## src/rtl/soft_mute_pkg.sv

```systemverilog
package soft_mute_pkg;
  localparam int DEF_SAMPLE_W = 25;
  localparam int DEF_GAIN_W   = 10;
  localparam int DEF_STEP_DIV = 2;
  localparam int NUM_CH       = 2;

  typedef enum logic {CH_LEFT = 1'b0, CH_RIGHT = 1'b1} chan_e;
endpackage

```

## src/rtl/sm_step_divider.sv

```systemverilog
module sm_step_divider #(
  parameter int STEP_DIV = 2
) (
  input  logic clk,
  input  logic rst_n,
  input  logic stb_i,
  output logic step_o
);
  localparam int CNT_W = (STEP_DIV > 1) ? $clog2(STEP_DIV) : 1;

  generate
    if (STEP_DIV <= 1) begin : g_direct
      assign step_o = stb_i;
    end else begin : g_count
      localparam logic [CNT_W-1:0] LAST = CNT_W'(STEP_DIV - 1);
      logic [CNT_W-1:0] phase_q;

      always_ff @(posedge clk or negedge rst_n) begin
        if (!rst_n)              phase_q <= '0;
        else if (stb_i) begin
          if (phase_q == LAST)   phase_q <= '0;
          else                   phase_q <= phase_q + 1'b1;
        end
      end

      assign step_o = stb_i && (phase_q == LAST);

      // the phase only advances on a strobe
      p_phase_hold_r11: assert property (@(posedge clk) disable iff (!rst_n)
        !stb_i |=> $stable(phase_q));
    end
  endgenerate
endmodule

```

## src/rtl/sm_gain_ramp.sv

```systemverilog
module sm_gain_ramp #(
  parameter int GAIN_W = 10
) (
  input  logic              clk,
  input  logic              rst_n,
  input  logic              step_i,
  input  logic              mute_i,
  output logic [GAIN_W-1:0] gain_o,
  output logic              silent_o
);
  localparam logic [GAIN_W-1:0] GAIN_MAX = {GAIN_W{1'b1}};

  logic [GAIN_W-1:0] gain_q;
  logic              at_floor, at_ceil;

  function automatic logic [GAIN_W-1:0] next_gain(
    input logic [GAIN_W-1:0] g, input logic down);
    if (down) return (g == '0)      ? g : g - 1'b1;
    else      return (g == GAIN_MAX) ? g : g + 1'b1;
  endfunction

  assign at_floor = (gain_q == '0);
  assign at_ceil  = (gain_q == GAIN_MAX);

  always_ff @(posedge clk or negedge rst_n) begin
    if (!rst_n)      gain_q <= GAIN_MAX;
    else if (step_i) gain_q <= next_gain(gain_q, mute_i);
  end

  assign gain_o   = gain_q;
  assign silent_o = !rst_n || at_floor;

  p_ramp_down_r2: assert property (@(posedge clk) disable iff (!rst_n)
    step_i && mute_i && !at_floor |=> gain_q == $past(gain_q) - 1'b1);
  p_floor_r2: assert property (@(posedge clk) disable iff (!rst_n)
    step_i && mute_i && at_floor |=> gain_q == '0);
  p_ramp_up_r3: assert property (@(posedge clk) disable iff (!rst_n)
    step_i && !mute_i && !at_ceil |=> gain_q == $past(gain_q) + 1'b1);
  p_ceil_r3: assert property (@(posedge clk) disable iff (!rst_n)
    step_i && !mute_i && at_ceil |=> gain_q == GAIN_MAX);
  p_single_step_r8: assert property (@(posedge clk) disable iff (!rst_n)
    (gain_q == $past(gain_q)) || (gain_q == $past(gain_q) + 1'b1) ||
    (gain_q == $past(gain_q) - 1'b1));
  p_gain_hold_r11: assert property (@(posedge clk) disable iff (!rst_n)
    !step_i |=> $stable(gain_q));
endmodule

```

## src/rtl/sm_gain_apply.sv

```systemverilog
module sm_gain_apply #(
  parameter int SAMPLE_W = 25,
  parameter int GAIN_W   = 10
) (
  input  logic                       clk,
  input  logic                       rst_n,
  input  logic                       stb_i,
  input  logic signed [SAMPLE_W-1:0] smp_i,
  input  logic        [GAIN_W-1:0]   gain_i,
  output logic signed [SAMPLE_W-1:0] smp_o
);
  localparam int PROD_W = SAMPLE_W + GAIN_W + 1;

  function automatic logic signed [SAMPLE_W-1:0] scale_sample(
    input logic signed [SAMPLE_W-1:0] s, input logic [GAIN_W-1:0] g);
    logic signed [PROD_W-1:0] prod;
    prod = PROD_W'(s) * $signed({1'b0, g});
    if (&g) return s;
    return prod[SAMPLE_W+GAIN_W-1:GAIN_W];
  endfunction

  logic signed [SAMPLE_W-1:0] scaled;
  logic                       gain_unity, gain_zero;

  assign scaled     = scale_sample(smp_i, gain_i);
  assign gain_unity = &gain_i;
  assign gain_zero  = (gain_i == '0);

  always_ff @(posedge clk or negedge rst_n) begin
    if (!rst_n)     smp_o <= '0;
    else if (stb_i) smp_o <= scaled;
  end

  p_unity_pass_r7: assert property (@(posedge clk) disable iff (!rst_n)
    stb_i && gain_unity |=> smp_o == $past(smp_i));
  p_zero_out_r10: assert property (@(posedge clk) disable iff (!rst_n)
    stb_i && gain_zero |=> smp_o == '0);
  p_out_hold_r11: assert property (@(posedge clk) disable iff (!rst_n)
    !stb_i |=> $stable(smp_o));
endmodule

```

## src/rtl/soft_mute_attenuator.sv

```systemverilog
module soft_mute_attenuator
  import soft_mute_pkg::*;
#(
  parameter int SAMPLE_W = DEF_SAMPLE_W,
  parameter int GAIN_W   = DEF_GAIN_W,
  parameter int STEP_DIV = DEF_STEP_DIV
) (
  input  logic                       clk,
  input  logic                       rst_n,
  input  logic                       smp_stb_i,
  input  logic signed [SAMPLE_W-1:0] left_smp_i,
  input  logic signed [SAMPLE_W-1:0] right_smp_i,
  input  logic                       left_mute_req_i,
  input  logic                       right_mute_req_i,
  output logic signed [SAMPLE_W-1:0] left_smp_o,
  output logic signed [SAMPLE_W-1:0] right_smp_o,
  output logic                       smp_vld_o,
  output logic                       left_silent_o,
  output logic                       right_silent_o
);
  logic                       step;
  logic signed [SAMPLE_W-1:0] ch_in   [NUM_CH];
  logic signed [SAMPLE_W-1:0] ch_out  [NUM_CH];
  logic        [NUM_CH-1:0]   ch_mute;
  logic        [NUM_CH-1:0]   ch_silent;
  logic        [GAIN_W-1:0]   ch_gain [NUM_CH];

  assign ch_in[CH_LEFT]    = left_smp_i;
  assign ch_in[CH_RIGHT]   = right_smp_i;
  assign ch_mute[CH_LEFT]  = left_mute_req_i;
  assign ch_mute[CH_RIGHT] = right_mute_req_i;

  sm_step_divider #(.STEP_DIV(STEP_DIV)) u_div (
    .clk(clk), .rst_n(rst_n), .stb_i(smp_stb_i), .step_o(step));

  for (genvar c = 0; c < NUM_CH; c++) begin : g_ch
    sm_gain_ramp #(.GAIN_W(GAIN_W)) u_ramp (
      .clk(clk), .rst_n(rst_n), .step_i(step), .mute_i(ch_mute[c]),
      .gain_o(ch_gain[c]), .silent_o(ch_silent[c]));

    sm_gain_apply #(.SAMPLE_W(SAMPLE_W), .GAIN_W(GAIN_W)) u_apply (
      .clk(clk), .rst_n(rst_n), .stb_i(smp_stb_i), .smp_i(ch_in[c]),
      .gain_i(ch_gain[c]), .smp_o(ch_out[c]));
  end

  always_ff @(posedge clk or negedge rst_n) begin
    if (!rst_n) smp_vld_o <= 1'b0;
    else        smp_vld_o <= smp_stb_i;
  end

  assign left_smp_o     = ch_out[CH_LEFT];
  assign right_smp_o    = ch_out[CH_RIGHT];
  assign left_silent_o  = ch_silent[CH_LEFT];
  assign right_silent_o = ch_silent[CH_RIGHT];

  p_reset_silence_r5: assert property (@(posedge clk)
    !rst_n |-> (left_smp_o == '0) && (right_smp_o == '0) &&
               left_silent_o && right_silent_o && !smp_vld_o);
  p_release_unity_r6: assert property (@(posedge clk) disable iff (!rst_n)
    $rose(rst_n) |-> !left_silent_o && !right_silent_o);
  p_silent_zero_r9: assert property (@(posedge clk) disable iff (!rst_n)
    left_silent_o && $past(smp_stb_i) && $past(left_silent_o) |-> left_smp_o == '0);
endmodule

```

## config.mk

```make
export PLATFORM = sky130hd
export DESIGN_NAME = soft_mute_attenuator
export DESIGN_NICKNAME = d
export VERILOG_FILES = /design/src/rtl/soft_mute_pkg.sv /design/src/rtl/sm_step_divider.sv /design/src/rtl/sm_gain_ramp.sv /design/src/rtl/sm_gain_apply.sv /design/src/rtl/soft_mute_attenuator.sv
export SDC_FILE = /design/constraint.sdc
export NUM_CORES = 1
export LEC_CHECK = 0
export BUFFER_PORTS_ARGS = -buffer_cell sky130_fd_sc_hd__buf_2
export CORE_ASPECT_RATIO = 0.75
export CORE_MARGIN = 5
export CORE_UTILIZATION = 51
export DETAILED_ROUTE_END_ITERATION = 10
export GPL_TIMING_DRIVEN = 0
export HOLD_SLACK_MARGIN = 0.1
export PLACE_DENSITY = 0.73
export SLEW_MARGIN = 10
export SYNTH_ARGS = -nofsm -noshare
export SYNTH_HDL_FRONTEND = slang
export SYNTH_SLANG_ARGS = --single-unit
```

## constraint.sdc

```tcl
create_clock -name clk -period 18.8 [get_ports clk]
set_input_delay 0.94 -clock clk [delete_from_list [all_inputs] [get_ports clk]]
set_output_delay 0.94 -clock clk [all_outputs]
set_load 0.05 [all_outputs]
```

==> impl_metrics.yaml <==
run_status:
  outcome: "completed"
synth:
  ys_ff_latch: 72
  synth_area_per_cell_um2: 8.789
  synth_top_family_by_area: "adder cells"
  ys_warn_count: 0
  synth-main-ff-cell: "dfrtp_1"
  synthSimpleGateAreaFrac_pct: 17.10
  synth-compound-area-share_pct: 7.037
  synth_area_leaders: "fa_1 (41%), ha_1 (9.8%), inv_1 (9.1%)"
  synth_cell_types: 60
  yosys.area.top_type: "fa_1"
  synthAdderAreaFrac_pct: 51.02
  postSynth.asyncResetShare_pct: 100.0
  synthCells: 2363
  synth_fp_nets: 3008
  synth_edf_count: 0
  synth_top_area_share_pct: 41.26
  synthesis.area_um2: 20770
  synthXorXnorAreaFrac_pct: 3.247
  seq_area_frac_synth_pct: 8.796
  synthMuxAreaShare_pct: 1.187
cts:
  cts-hold-fix-buffers: 0
  cts_resized: 0
  cts_root_buf: "clkbuf_16"
  htreeDepth: 3
  cts.clk_slew.worst_paths_ps: 70
  cts_buffer_depth: 2
  clkLatencyLatePin_ps: 380
  clkSinkCount: 72
  postCtsSetupBuffers: 0
  numCtsBuffers: 9
  cts_tree: "built"
routing:
  vias: 16570
  wl_um: 58360
  first_iter_violations: 1302
  dr.pass1.iters: 5
  wl_per_cell_um: 19.37
  drt.antenna.violating_nets: 0
  viasPerCell: 5.501
  drc_errors: 0
placement:
  placed_cell_area_um2: 21990
  io_buffers: 104
  dpl.hpwl_um: 48540
  place.gp.congestion: 0.9415
sta:
  worst_pin_slew_ps: 1065
  finalCritPeriodShare_pct: 41.42
  rsz0062_at_grt: "false"
  hold_viol: 0
  slew_violations: 0
  fmax_mhz: 128.4
  min_period_ps: 7788
  skew_ps: 7.658
  tns_ps: 0
  relSlewSlack_pct: 28.97
  setup_viol: 0
setup_path:
  startpoint: "g_ch[1].u_ramp.gain_o[4]$_DFFE_PN1P_"
  critPathCapture: "g_ch[1].u_apply.smp_o[24]$_DFFE_PN0P_"
  start_kind: "flip-flop"
  r2r-start: "g_ch[1].u_ramp.gain_o[4]$_DFFE_PN1P_"
  crit_required_ps: 19090
  slowest_delay_ps: 610
  critPathKind: "reg2reg"
  cp_cell_sequence: "clkbuf_1 -> clkbuf_1 -> nand2_1 -> fa_1 -> fa_1 -> inv_1 -> fa_1 -> fa_1 -> inv_1 -> fa_1 -> inv_1 -> ha_1 -> a21oi_1 -> a21oi_1 -> a311oi_1 -> o221ai_1 -> nand2_1 -> o21ai_1 -> a31oi_1 -> o21ai_0 -> xnor2_1 -> o21ai_0"
  r2r_cells: 22
  endpoint_kind: "flip-flop"
  reg2reg_to: "g_ch[1].u_apply.smp_o[24]$_DFFE_PN0P_"
  r2r_slack_ps: 11010
  arrival_ps: 8080
  path_common_cell: "fa_1"
  crit_slowest_cell: "clkbuf_1"
  cp_max_fo: 10
floorplanning:
  ios: 108
  die_x_um: 243.0
  initial_core_util_pct: 51.26
  die_h_um: 184.8
  die_area_um2: 44900
  core_um2: 40520
  rows: 64
cells_and_area:
  n_antenna_cell: 0
  fin_util_pct: 55.11
  syn_to_final_growth_pct: 7.524
  drive_above_1_share_pct: 6.922
  n_fill_cell: 3705
  design_area_um2: 22330
  fin_nets: 3125
global_route:
  overflow: 0
  grt_pass1_vias: 17490
  grt_usage_pct: 27.00
  grt_pass1_wl_um: 94810
  antenna_found_initial: 2
  grt_max_degree: 59
run:
  drv_cap: 0
hold_path:
  holdCritPathClass: "in2async"
placed cells by master (no fill, tap or decap), types with 10 or more instances in the layout:
master	n
nor2b_1	15
buf_2	106
xnor2_1	48
nand4_1	15
nor2_1	85
dfstp_2	20
nand2b_1	10
xor2_1	29
o21ai_0	30
nand3_1	25
fa_1	428
inv_1	506
a21o_1	38
a31oi_1	22
mux2_2	17
nand2_1	298
dfrtp_1	52
ha_1	162
and2_1	243
clkbuf_1	130
a21oi_1	103
Yosys cell counts (5+ instances only):
master	instances
a21o_1	38
a21oi_1	103
a31oi_1	22
and2_1	243
clkbuf_1	128
dfrtp_1	52
dfstp_2	20
fa_1	428
ha_1	162
inv_1	506
mux2_2	17
nand2_1	298
nand2b_1	10
nand3_1	25
nand4_1	15
nor2_1	85
nor2b_1	15
nor3_1	7
nor4_1	9
o21ai_0	30
o21ai_1	6
o21bai_1	5
xnor2_1	48
xor2_1	29
flip-flops by register name, summed over array words and instances (netlist names):
signal / count
g_ch.u_apply.smp_o: 50
g_ch.u_ramp.gain_o: 20
smp_vld_o: 1
u_div.g_count.phase_q: 1
layout make-up:
type	instances	area, um2	share of cell area, %
sequential	72	1827	8.180
buffer	135	510.5	2.286
timing repair buffer	106	558.0	2.499
multi-input combinational	1649	16530	74.04
inverter	507	1903	8.522
tap	528	660.6	2.958
clock buffer	11	232.7	1.042
clock inverter	5	106.4	0.4762
through the flow:
step | worst slack [ps] | hold slack, ps | cells
after floorplan | 12560 | 438.8 | 2363
after global placement | 11260 | 452.8 | 2995
after detailed placement | 11050 | 454.9 | 2997
after CTS | 10990 | 434.5 | 3013
after global routing | 10580 | 450.1 | 3013
final | 11010 | 443.3 | 3013
worst min-delay path by stage:
stage                                            endpoint  cells after the start
floorplan               u_div.g_count.phase_q$_DFFE_PN0P_                      1
global placement        u_div.g_count.phase_q$_DFFE_PN0P_                      1
detailed placement      u_div.g_count.phase_q$_DFFE_PN0P_                      1
CTS                 g_ch[0].u_apply.smp_o[24]$_DFFE_PN0P_                      1
global route        g_ch[0].u_apply.smp_o[14]$_DFFE_PN0P_                      1
finish              g_ch[0].u_apply.smp_o[24]$_DFFE_PN0P_                      1
metal layers:
metal | wire, um | track usage, %
met5 | 13 | 0
met4 | 2457 | 10.14
met3 | 6207 | 7.524
met1 | 24160 | 37.31
met2 | 25520 | 41.08
critical path: cells and delay by family, from the launching register on:
family,cells,cell delay (ps)
fa+ha+maj,6,2820
simple gates,2,350
flops,1,550
xor+xnor,1,180
compound gates,8,2510
buf+inv,5,1270
cells by family after synthesis:
logic type               after synthesis
AND/OR/NAND/NOR                      724
buffers and inverters                642
adder cells (fa/ha/maj)              590
AO/OA/AOI/OAI                        236
XOR/XNOR                              77
flip-flops                            72
multiplexers                          22
Power is not shown: default switching activity piles up to over one toggle a cycle in this logic, so the estimate is an artifact.
